[config.mk]
export PLATFORM = sky130hd
export DESIGN_NAME = rxchar_matcher
export DESIGN_NICKNAME = d
export VERILOG_FILES = /design/src/rtl/rxm_pkg.sv /design/src/rtl/rxm_compare.sv /design/src/rtl/rxm_regs.sv /design/src/rtl/rxm_forward.sv /design/src/rtl/rxchar_matcher.sv
export SDC_FILE = /design/constraint.sdc
export NUM_CORES = 1
export LEC_CHECK = 0
export CORE_MARGIN = 4
export CORE_UTILIZATION = 56
export CTS_BUF_LIST = sky130_fd_sc_hd__clkbuf_4 sky130_fd_sc_hd__clkbuf_8 sky130_fd_sc_hd__clkbuf_16
export CTS_CLUSTER_SIZE = 30
export DETAILED_ROUTE_END_ITERATION = 8
export GPL_ROUTABILITY_DRIVEN = 0
export PLACE_DENSITY = 0.85
export SYNTH_ARGS = -nofsm -noshare
export SYNTH_HDL_FRONTEND = slang
export SYNTH_SLANG_ARGS = --single-unit
[constraint.sdc]
create_clock -name clk -period 3.4 [get_ports clk]
set_clock_uncertainty 0.05 [all_clocks]
set_input_delay 0.51 -clock clk [delete_from_list [all_inputs] [get_ports clk]]
set_output_delay 0.51 -clock clk [all_outputs]
set_load 0.005 [all_outputs]
[src/rtl/rxm_pkg.sv]
package rxm_pkg;
  localparam int CHAR_W    = 8;
  localparam int ADDR_W    = 3;
  localparam int NUM_SLOTS = 3;

  localparam int SLOT_RESUME = 0;
  localparam int SLOT_STOP   = 1;
  localparam int SLOT_WAKE   = 2;

  localparam logic [ADDR_W-1:0] ADR_CTRL   = 3'd0;
  localparam logic [ADDR_W-1:0] ADR_RESUME = 3'd1;
  localparam logic [ADDR_W-1:0] ADR_STOP   = 3'd2;
  localparam logic [ADDR_W-1:0] ADR_WAKE   = 3'd3;
  localparam logic [ADDR_W-1:0] ADR_STAT   = 3'd4;

  typedef struct packed {
    logic       spare;
    logic [2:0] irq_en;      // wake, stop, resume
    logic [1:0] flow_mode;   // held for the flow-control unit only
    logic       strip_wake;
    logic       strip_flow;
  } ctrl_t;

  typedef logic [NUM_SLOTS-1:0][CHAR_W-1:0] slot_chars_t;
endpackage

[src/rtl/rxm_compare.sv]
module rxm_compare
  import rxm_pkg::*;
(
  input  logic [CHAR_W-1:0] char_in,
  input  slot_chars_t       slot_chars,
  output logic [NUM_SLOTS-1:0] hit
);
  for (genvar s = 0; s < NUM_SLOTS; s++) begin : g_slot
    assign hit[s] = (char_in == slot_chars[s]);
  end
endmodule

[src/rtl/rxm_regs.sv]
module rxm_regs
  import rxm_pkg::*;
#(
  parameter logic [7:0] RESUME_INIT = 8'h11,
  parameter logic [7:0] STOP_INIT   = 8'h13,
  parameter logic [7:0] WAKE_INIT   = 8'h00
) (
  input  logic                 clk,
  input  logic                 rst_n,
  input  logic                 reg_wr,
  input  logic                 reg_rd,
  input  logic [ADDR_W-1:0]    reg_addr,
  input  logic [CHAR_W-1:0]    reg_wdata,
  input  logic [NUM_SLOTS-1:0] set_hits,
  output logic [CHAR_W-1:0]    reg_rdata,
  output ctrl_t                ctrl,
  output slot_chars_t          slot_chars,
  output logic [NUM_SLOTS-1:0] stat
);
  ctrl_t                ctrl_q, ctrl_n;
  slot_chars_t          chars_q, chars_n;
  logic [NUM_SLOTS-1:0] stat_q, stat_n;
  logic [CHAR_W-1:0]    rdata_q, rdata_n, rd_mux;
  logic                 rd_stat;

  assign rd_stat = reg_rd && (reg_addr == ADR_STAT);

  always_comb begin
    unique case (reg_addr)
      ADR_CTRL:   rd_mux = ctrl_q;
      ADR_RESUME: rd_mux = chars_q[SLOT_RESUME];
      ADR_STOP:   rd_mux = chars_q[SLOT_STOP];
      ADR_WAKE:   rd_mux = chars_q[SLOT_WAKE];
      ADR_STAT:   rd_mux = {{(CHAR_W-NUM_SLOTS){1'b0}}, stat_q};
      default:    rd_mux = '0;
    endcase
  end

  always_comb begin
    ctrl_n  = ctrl_q;
    chars_n = chars_q;
    if (reg_wr) begin
      case (reg_addr)
        ADR_CTRL:   ctrl_n = ctrl_t'(reg_wdata);
        ADR_RESUME: chars_n[SLOT_RESUME] = reg_wdata;
        ADR_STOP:   chars_n[SLOT_STOP]   = reg_wdata;
        ADR_WAKE:   chars_n[SLOT_WAKE]   = reg_wdata;
        default:    ;
      endcase
    end
    // clear what the read returns, keep matches landing now
    stat_n  = (rd_stat ? '0 : stat_q) | set_hits;
    rdata_n = reg_rd ? rd_mux : rdata_q;
  end

  always_ff @(posedge clk or negedge rst_n) begin
    if (!rst_n) begin
      ctrl_q               <= '0;
      chars_q[SLOT_RESUME] <= RESUME_INIT;
      chars_q[SLOT_STOP]   <= STOP_INIT;
      chars_q[SLOT_WAKE]   <= WAKE_INIT;
      stat_q               <= '0;
      rdata_q              <= '0;
    end else begin
      ctrl_q  <= ctrl_n;
      chars_q <= chars_n;
      stat_q  <= stat_n;
      rdata_q <= rdata_n;
    end
  end

  assign reg_rdata  = rdata_q;
  assign ctrl       = ctrl_q;
  assign slot_chars = chars_q;
  assign stat       = stat_q;
endmodule

[src/rtl/rxm_forward.sv]
module rxm_forward
  import rxm_pkg::*;
#(
  parameter int ERR_W = 3
) (
  input  logic                 clk,
  input  logic                 rst_n,
  input  logic                 rx_valid,
  input  logic [CHAR_W-1:0]    rx_data,
  input  logic [ERR_W-1:0]     rx_err,
  input  logic [NUM_SLOTS-1:0] hit,
  input  logic                 strip_flow,
  input  logic                 strip_wake,
  output logic                 fifo_wr,
  output logic [CHAR_W-1:0]    fifo_data,
  output logic [ERR_W-1:0]     fifo_err,
  output logic [NUM_SLOTS-1:0] pulses
);
  logic                 wr_q, wr_n;
  logic [CHAR_W-1:0]    data_q;
  logic [ERR_W-1:0]     err_q;
  logic [NUM_SLOTS-1:0] pulse_q, pulse_n;
  logic                 strip_hit, clean;

  always_comb begin
    clean     = (rx_err == '0);
    strip_hit = (strip_flow && (hit[SLOT_RESUME] || hit[SLOT_STOP])) ||
                (strip_wake && hit[SLOT_WAKE]);
    wr_n      = rx_valid && !(strip_hit && clean);
    pulse_n   = rx_valid ? hit : '0;
  end

  always_ff @(posedge clk or negedge rst_n) begin
    if (!rst_n) begin
      wr_q    <= 1'b0;
      pulse_q <= '0;
    end else begin
      wr_q    <= wr_n;
      pulse_q <= pulse_n;
    end
  end

  always_ff @(posedge clk or negedge rst_n) begin
    if (!rst_n) begin
      data_q <= '0;
      err_q  <= '0;
    end else if (rx_valid) begin
      data_q <= rx_data;
      err_q  <= rx_err;
    end
  end

  assign fifo_wr   = wr_q;
  assign fifo_data = data_q;
  assign fifo_err  = err_q;
  assign pulses    = pulse_q;
endmodule

[src/rtl/rxchar_matcher.sv]
module rxchar_matcher
  import rxm_pkg::*;
#(
  parameter int         ERR_W       = 3,
  parameter logic [7:0] RESUME_INIT = 8'h11,
  parameter logic [7:0] STOP_INIT   = 8'h13,
  parameter logic [7:0] WAKE_INIT   = 8'h00
) (
  input  logic              clk,
  input  logic              rst_n,
  input  logic              reg_wr,
  input  logic              reg_rd,
  input  logic [2:0]        reg_addr,
  input  logic [7:0]        reg_wdata,
  output logic [7:0]        reg_rdata,
  input  logic              rx_valid,
  input  logic [7:0]        rx_data,
  input  logic [ERR_W-1:0]  rx_err,
  output logic              fifo_wr,
  output logic [7:0]        fifo_data,
  output logic [ERR_W-1:0]  fifo_err,
  output logic              resume_pulse,
  output logic              stop_pulse,
  output logic              wake_pulse,
  output logic              irq
);
  ctrl_t                ctrl;
  slot_chars_t          slot_chars;
  logic [NUM_SLOTS-1:0] hit, set_hits, stat_vec, pulses;

  rxm_compare u_cmp (
    .char_in    (rx_data),
    .slot_chars (slot_chars),
    .hit        (hit)
  );

  assign set_hits = rx_valid ? hit : '0;

  rxm_regs #(
    .RESUME_INIT (RESUME_INIT),
    .STOP_INIT   (STOP_INIT),
    .WAKE_INIT   (WAKE_INIT)
  ) u_regs (
    .clk        (clk),
    .rst_n      (rst_n),
    .reg_wr     (reg_wr),
    .reg_rd     (reg_rd),
    .reg_addr   (reg_addr),
    .reg_wdata  (reg_wdata),
    .set_hits   (set_hits),
    .reg_rdata  (reg_rdata),
    .ctrl       (ctrl),
    .slot_chars (slot_chars),
    .stat       (stat_vec)
  );

  rxm_forward #(.ERR_W(ERR_W)) u_fwd (
    .clk        (clk),
    .rst_n      (rst_n),
    .rx_valid   (rx_valid),
    .rx_data    (rx_data),
    .rx_err     (rx_err),
    .hit        (hit),
    .strip_flow (ctrl.strip_flow),
    .strip_wake (ctrl.strip_wake),
    .fifo_wr    (fifo_wr),
    .fifo_data  (fifo_data),
    .fifo_err   (fifo_err),
    .pulses     (pulses)
  );

  assign resume_pulse = pulses[SLOT_RESUME];
  assign stop_pulse   = pulses[SLOT_STOP];
  assign wake_pulse   = pulses[SLOT_WAKE];
  assign irq          = |(stat_vec & ctrl.irq_en);
endmodule

==> Flow_metrics.wiki, run 1 <==
{| class="wikitable"
! Metric !! Value
|-
| Switching pwr || 0.492 mW
|-
| DIE AREA || 0.00601 mm²
|-
| Max rail drop VDD || 0.370 mV
|-
| Cell count after synthesis || 188
|-
| Fin Setup TNS || 0 ps
|-
| Port buffer count || 50
|-
| Cells traversed along the worst timing path || clkdlybuf4s50_1 -> mux4_2 -> a221oi_1 -> nor2_1
|-
| Netlist area before placement || 0.00271 mm²
|-
| Max-slew violation count || 0
|-
| Kind of start point of the critical path || input pin
|-
| Setup violators final || 0
|-
| Largest buffer count on any clock path || 2
|-
| Hold Violations, Final || 0
|-
| DRT iter0 DRCs || 82
|-
| Share of cells above drive strength 1 || 29.9%
|-
| Largest delay contributor family on the critical path || buffers and inverters
|-
| Maximum single-stage delay on the critical path || 950 ps
|-
| Transition at the pin with the smallest max-transition slack || 743 ps
|-
| Most common cell after layout, fill and taps aside || dfrtp_1
|-
| Chip height || 77.5 µm
|-
| Total chip power || 1.87 mW
|-
| Number of hold buffers added after cts || 0
|-
| Drt via density || 5.75
|-
| Length of the first detailed-routing pass in iterations || 4
|-
| Type of element capturing the critical path || register
|-
| Initial core utilization || 57.7%
|-
| Placed instance area || 0.00324 mm²
|-
| Number of sinks handled by clock tree synthesis || 58
|-
| Number of antenna violations at the first check in global routing || 0
|-
| Final wirelength || 5730 µm
|-
| Mean cell area of the mapped netlist || 14.4 µm²
|-
| Total number of vias || 1,754
|-
| Yosys warns || 0
|-
| TritonCTS clock tree || done
|-
| Cell area power density || 547 mW/mm²
|-
| Worst min-delay path category || in -> async
|-
| Final routed DRC violation total || 0
|-
| Crit Path Class || in -> reg
|-
| Signed area change from the synthesized netlist to the final layout || 26.4%
|-
| Share of synthesized registers carrying an async set or reset || 100%
|-
| Global-route wire length before repair || 9650 µm
|-
| Number of library cell types mapped by synthesis || 29
|-
| Critical path's slowest cell || clkdlybuf4s50_1
|-
| Max-slew headroom || 50.3%
|-
| X dimension of the die || 77.5 µm
|-
| Root buffer selected by CTS || clkbuf_8
|-
| Internal || 1.38 mW
|-
| Layout filler cell count || 334
|-
| Finished layout cell area || 0.00342 mm²
|-
| Post-CTS resize count || 0
|-
| Sum of buffers and inverters on the critical path || 1
|-
| Remaining number of nets flagged by the antenna check after routing || 0
|-
| Clock Latency Late Sink || 340 ps
|-
| Main flop type after synthesis || dfrtp_1
|-
| Unrepaired setup endpoints after global routing || false
|-
| Number of standard cells in the final layout excluding fillers || 305
|-
| Data arrival time of the critical path || 2400 ps
|-
| Number of antenna repair diodes || 0
|-
| Number of clock buffers inserted by TritonCTS || 9
|-
| Required time at the endpoint of the critical path || 3570 ps
|-
| Layout net count || 273
|-
| Total overflow reported by the global router || 0
|-
| Global routing usage summed across all routing layers || 21.5%
|-
| Sw Share || 26.3%
|-
| Share of power burned in the clock network || 30.0%
|-
| Clock Pin Slew Worst Setup and Hold Paths || 60 ps
|-
| Min cycle time layout || 2230 ps
|-
| LEAKAGE || 1.44 nW
|-
| Net Count, Synth || 215
|-
| Max Clk Rate || 448 MHz
|-
| Number of buffers added for setup after CTS || 0
|-
| Reg power frac || 48.9%
|-
| Via count of the first global-routing pass || 1,926
|-
| Tcrit/Tclk final || 65.6%
|-
| Cells after DPL || 289
|-
| Std cell rows || 25
|-
| Std-Cell Core Area || 0.00469 mm²
|-
| Largest net degree at the start of global routing || 31
|-
| Result of the run || complete, no violations
|-
| Portion of the post-synthesis area used by sequential elements || 53.9%
|-
| Worst-path maximum fanout || 13
|-
| Seq cells post-synth || 58
|-
| CTS H-tree depth || 3
|-
| Combinational Power Share || 21.1%
|-
| Post-synth EDFFs || 0
|-
| Placed wire-length estimate || 4200 µm
|-
| Routed wire length per instance || 18.8 µm
|-
| Number of max-capacitance violations reported || 0
|-
| Commonest cells after routing, fill and taps aside || 53 x dfrtp_1, 49 x clkdlybuf4s50_1, 43 x mux2_2
|-
| Number of I/O pins || 51
|}
metrics by stage:
step	utilization, %	setup slack, ps	hold WS, ps
after floorplan	-	1790	164
after CTS	72.9	1170	155
after global placement	69.1	863	417
after detailed placement	69.1	809	423
after global routing	72.9	1040	183
final	72.9	1170	138
cell usage after synthesis, types with 3 or more instances:
| cell type | instances | area share [%] |
|---|---|---|
| dfrtp_1 | 53 | 49 |
| mux2_2 | 43 | 18 |
| xnor2_1 | 24 | 7.8 |
| inv_1 | 8 | 1.1 |
| nor2_1 | 8 | 1.1 |
| mux4_1 | 6 | 5.8 |
| nand4_1 | 6 | 1.4 |
| dfstp_2 | 5 | 4.9 |
| o2bb2ai_1 | 5 | 1.6 |
| and2_1 | 3 | 0.69 |
| nand2_1 | 3 | 0.42 |
logic make-up after synthesis:
family / Yosys count / share of synthesized area, %
AND/OR/NAND/NOR: 29 / 6.38
AO/OA/AOI/OAI: 14 / 4.30
XOR/XNOR: 24 / 7.77
multiplexers: 51 / 25.4
buffers and inverters: 12 / 2.31
flip-flops: 58 / 53.9
path summary, 6_finish.rpt:
check                                           from                    to  slack (ps)  cells after the start
worst max-delay path                     reg_addr[0]   u_regs.reg_rdata[1]        1170                      4
worst min-delay path                           rst_n   u_regs.reg_rdata[4]         140                      1
worst max register to register  u_regs.slot_chars[8]         u_fwd.fifo_wr        1900                      5
worst min register to register   u_regs.reg_rdata[3]   u_regs.reg_rdata[3]         430                      1
max in group asynchronous                      rst_n  u_regs.slot_chars[9]        2300                      2
min in group clk                 u_regs.reg_rdata[3]   u_regs.reg_rdata[3]         430                      1
routing by layer:
metal / up-vias / part of all wire, % / global-route usage (%)
li1: 803 / - / -
met1: 886 / 44 / 27.9
met2: 52 / 49 / 33.2
met3: 13 / 5.0 / 5.57
met4: 0 / 2.2 / 11.2
met5: - / 0 / 0
power by group through the flow:
stage / clock network [mW] / logic [mW] / registers (mW)
finish: 0.561 / 0.395 / 0.915
global route: 0.607 / 0.432 / 0.930
CTS: 0.570 / 0.401 / 0.914
detailed placement: 0 / 0.398 / 0.925
global placement: 0 / 0.385 / 0.923
floorplan: 0 / 0.241 / 0.897
state kept, by name (all words and copies together) (netlist names):
name               flops
u_regs.slot_chars     24
u_fwd.fifo_data        8
u_regs.ctrl            8
u_regs.reg_rdata       8
u_fwd.fifo_err         3
u_fwd.pulses           3
u_regs.stat            3
u_fwd.fifo_wr          1
area by class of cell:
| class | count | area [µm²] | area share (%) |
|---|---|---|---|
| Sequential cell | 58 | 1460 | 42.6 |
| Multi-Input combinational cell | 118 | 1190 | 34.7 |
| Timing Repair Buffer | 51 | 503 | 14.7 |
| Clock buffer | 13 | 160 | 4.68 |
| Tap cell | 54 | 67.6 | 1.98 |
| Inverter | 8 | 30.0 | 0.878 |
| Clock inverter | 3 | 15.0 | 0.439 |
Note: power is estimated with default switching activity, not from simulation.
==> inputs of run 2 (changes only) <==
--- a/config.mk
+++ b/config.mk
@@ -6,12 +6,12 @@
 export NUM_CORES = 1
 export LEC_CHECK = 0
 export CORE_MARGIN = 4
-export CORE_UTILIZATION = 56
+export CORE_UTILIZATION = 47
 export CTS_BUF_LIST = sky130_fd_sc_hd__clkbuf_4 sky130_fd_sc_hd__clkbuf_8 sky130_fd_sc_hd__clkbuf_16
 export CTS_CLUSTER_SIZE = 30
 export DETAILED_ROUTE_END_ITERATION = 8
 export GPL_ROUTABILITY_DRIVEN = 0
-export PLACE_DENSITY = 0.85
+export PLACE_DENSITY = 0.76
 export SYNTH_ARGS = -nofsm -noshare
 export SYNTH_HDL_FRONTEND = slang
 export SYNTH_SLANG_ARGS = --single-unit
==> constraint.sdc (replaced) <==
create_clock -name clk -period 2.05 [get_ports clk]
set_clock_uncertainty 0.05 [all_clocks]
set_input_delay 0.3075 -clock clk [delete_from_list [all_inputs] [get_ports clk]]
set_output_delay 0.3075 -clock clk [all_outputs]
set_load 0.005 [all_outputs]
==> Flow_metrics.wiki, run 2 (synthesis gave the netlist of run 1 again) <==
{| class="wikitable"
! Metric !! Value
|-
| Reg power frac || 48.6% (-0.3 points)
|-
| Total overflow reported by the global router || 0 (unchanged)
|-
| Type of element capturing the critical path || output port
|-
| Number of antenna repair diodes || 0 (unchanged)
|-
| Global-route wire length before repair || 9870 µm (+2.4%)
|-
| Std-Cell Core Area || 0.00554 mm² (+18%)
|-
| Cell area power density || 882 mW/mm² (+61%)
|-
| Max-slew headroom || 71.6% (+21 points)
|-
| Unrepaired setup endpoints after global routing || false
|-
| Switching pwr || 0.817 mW (+66%)
|-
| Combinational Power Share || 21.7% (+0.6 points)
|-
| Worst min-delay path category || in -> async
|-
| DIE AREA || 0.00704 mm² (+17%)
|-
| Std cell rows || 27 (+8.0%)
|-
| Max-slew violation count || 0 (unchanged)
|-
| Final routed DRC violation total || 0 (unchanged)
|-
| Layout net count || 285 (+4.4%)
|-
| Drt via density || 5.33 (-7.3%)
|-
| Share of cells above drive strength 1 || 32.4% (+2.6 points)
|-
| Chip height || 83.9 µm (+8.2%)
|-
| Commonest cells after routing, fill and taps aside || 53 x dfrtp_1, 49 x clkdlybuf4s50_1, 43 x mux2_2
|-
| Share of power burned in the clock network || 29.7% (-0.3 points)
|-
| Global routing usage summed across all routing layers || 18.2% (-3.3 points)
|-
| Crit Path Class || reg -> out
|-
| Clock Pin Slew Worst Setup and Hold Paths || 60 ps (about the same)
|-
| Final wirelength || 5920 µm (+3.4%)
|-
| Critical path's slowest cell || clkdlybuf4s50_1
|-
| Tcrit/Tclk final || 94.6%
|-
| Number of I/O pins || 51 (unchanged)
|-
| Result of the run || complete, no violations
|-
| Total number of vias || 1,781 (+1.5%)
|-
| Max rail drop VDD || 0.436 mV (+18%)
|-
| Data arrival time of the critical path || 1580 ps (-820 ps)
|-
| Via count of the first global-routing pass || 1,886 (-2.1%)
|-
| Largest buffer count on any clock path || 2 (unchanged)
|-
| Hold Violations, Final || 0 (unchanged)
|-
| Port buffer count || 50 (unchanged)
|-
| Remaining number of nets flagged by the antenna check after routing || 0 (unchanged)
|-
| Clock Latency Late Sink || 330 ps (about the same)
|-
| Placed instance area || 0.00335 mm² (+3.2%)
|-
| Maximum single-stage delay on the critical path || 450 ps (-500 ps)
|-
| CTS H-tree depth || 3 (unchanged)
|-
| Number of flip-flops under the largest register name || 24 (unchanged)
|-
| Required time at the endpoint of the critical path || 1690 ps (-1880 ps)
|-
| Transition at the pin with the smallest max-transition slack || 426 ps (-317 ps)
|-
| Placed wire-length estimate || 4450 µm (+6.0%)
|-
| LEAKAGE || 1.49 nW (+4.0%)
|-
| Largest net degree at the start of global routing || 25 (-19%)
|-
| Number of clock buffers inserted by TritonCTS || 9 (unchanged)
|-
| Min cycle time layout || 1940 ps
|-
| Most common cell after layout, fill and taps aside || dfrtp_1
|-
| Routed wire length per instance || 17.7 µm (-5.6%)
|-
| Signed area change from the synthesized netlist to the final layout || 30.6%
|-
| Finished layout cell area || 0.00353 mm² (+3.3%)
|-
| Root buffer selected by CTS || clkbuf_8
|-
| DRT iter0 DRCs || 116 (+41%)
|-
| Internal || 2.30 mW (+67%)
|-
| Length of the first detailed-routing pass in iterations || 5 (+1)
|-
| Number of max-capacitance violations reported || 0 (unchanged)
|-
| Max Clk Rate || 515 MHz
|-
| Sw Share || 26.2% (-0.067 points)
|-
| Post-CTS resize count || 0 (unchanged)
|-
| Number of antenna violations at the first check in global routing || 0 (unchanged)
|-
| Kind of start point of the critical path || register
|-
| Initial core utilization || 48.8% (-8.8 points)
|-
| Setup violators final || 0 (unchanged)
|-
| X dimension of the die || 83.9 µm (+8.2%)
|-
| Worst-path maximum fanout || 3 (-10)
|-
| Number of buffers added for setup after CTS || 0 (unchanged)
|-
| Cells traversed along the worst timing path || a222oi_1 -> inv_1 -> clkdlybuf4s50_1
|-
| TritonCTS clock tree || done
|-
| Utilization after layout || 63.8% (-9.1 points)
|-
| Number of sinks handled by clock tree synthesis || 58 (unchanged)
|}
-- run 2: cell count changes in the layout (fill, tap and decap cells not counted) --
cell	previous run	this run
clkbuf_8	10	11
buf_4	1	12
dlygate4sd3_1	0	1
clkbuf_4	3	1
-- run 2: final cells by class --
cell class / count / area (µm²)
inverters: 8 / 30.0
fillers: 459 / 2010
repair buffers: 63 / 596
clock inverters: 3 / 15.0
multi-input cells: 118 / 1190
clock buffers: 12 / 159
well taps: 72 / 90.1
flip-flops and latches: 58 / 1460
-- run 2: critical path, delay by kind of cell (launching register included) --
kind | cells | cell delay, ps
AOI/OAI and AO/OA | 1 | 330
buffers and inverters | 2 | 530
DFF | 1 | 400
-- run 2: metrics by stage --
step	setup WS, ps	cells	setup TNS (ps)	hold slack (ps)	power, mW
after detailed placement	-48.1	318	-136	216	2.21
after global routing	52.5	334	0	420	3.27
after global placement	2.28	318	0	220	2.19
final	110	334	0	392	3.12
after floorplan	643	188	0	-38.1	1.89
after CTS	96.3	334	0	397	3.14
-- run 2: what timing repair did --
action                                  4_1_cts  5_1_grt
hold buffers                                  1        0
endpoints found under the setup margin        0        0
hold endpoints to repair                     12        0
-- run 2: path summary, 6_finish.rpt --
path / from / endpoint / slack [ps] / cells past startpoint
max in group asynchronous: rst_n / u_fwd.fifo_err[0] / 890 / 3
min in group clk: u_regs.reg_rdata[4] / u_regs.reg_rdata[4] / 440 / 1
setup / recovery: u_regs.ctrl[5] / irq / 110 / 3
setup reg to reg: u_regs.slot_chars[9] / u_fwd.fifo_wr / 590 / 5
hold / removal: rst_n / u_regs.reg_rdata[4] / 390 / 2
hold reg to reg: u_regs.reg_rdata[4] / u_regs.reg_rdata[4] / 440 / 1
-- run 2: per-layer routing --
| metal | up-vias | routed length [µm] | GRT usage (%) |
|---|---|---|---|
| met5 | - | 0 | 0 |
| met1 | 912 | 2780 | 24.1 |
| li1 | 827 | - | - |
| met3 | 5 | 245 | 5.13 |
| met2 | 37 | 2840 | 29.0 |
| met4 | 0 | 54 | 5.70 |
-- run 2: power by group through the flow --
stage               registers [mW]  clock network [mW]  logic, mW
CTS                           1.51               0.943      0.686
finish                        1.51               0.926      0.677
global placement              1.52                   0      0.663
floorplan                     1.49                   0      0.400
detailed placement            1.53                   0      0.680
global route                  1.54               0.998      0.738
==> inputs of run 3 (changes only) <==
--- a/config.mk
+++ b/config.mk
@@ -8,7 +8,6 @@
 export CORE_MARGIN = 4
 export CORE_UTILIZATION = 47
 export CTS_BUF_LIST = sky130_fd_sc_hd__clkbuf_4 sky130_fd_sc_hd__clkbuf_8 sky130_fd_sc_hd__clkbuf_16
-export CTS_CLUSTER_SIZE = 30
 export DETAILED_ROUTE_END_ITERATION = 8
 export GPL_ROUTABILITY_DRIVEN = 0
 export PLACE_DENSITY = 0.76
==> results of run 3 <==
No change in the layout: final DEF, timing and power equal those of run 2.
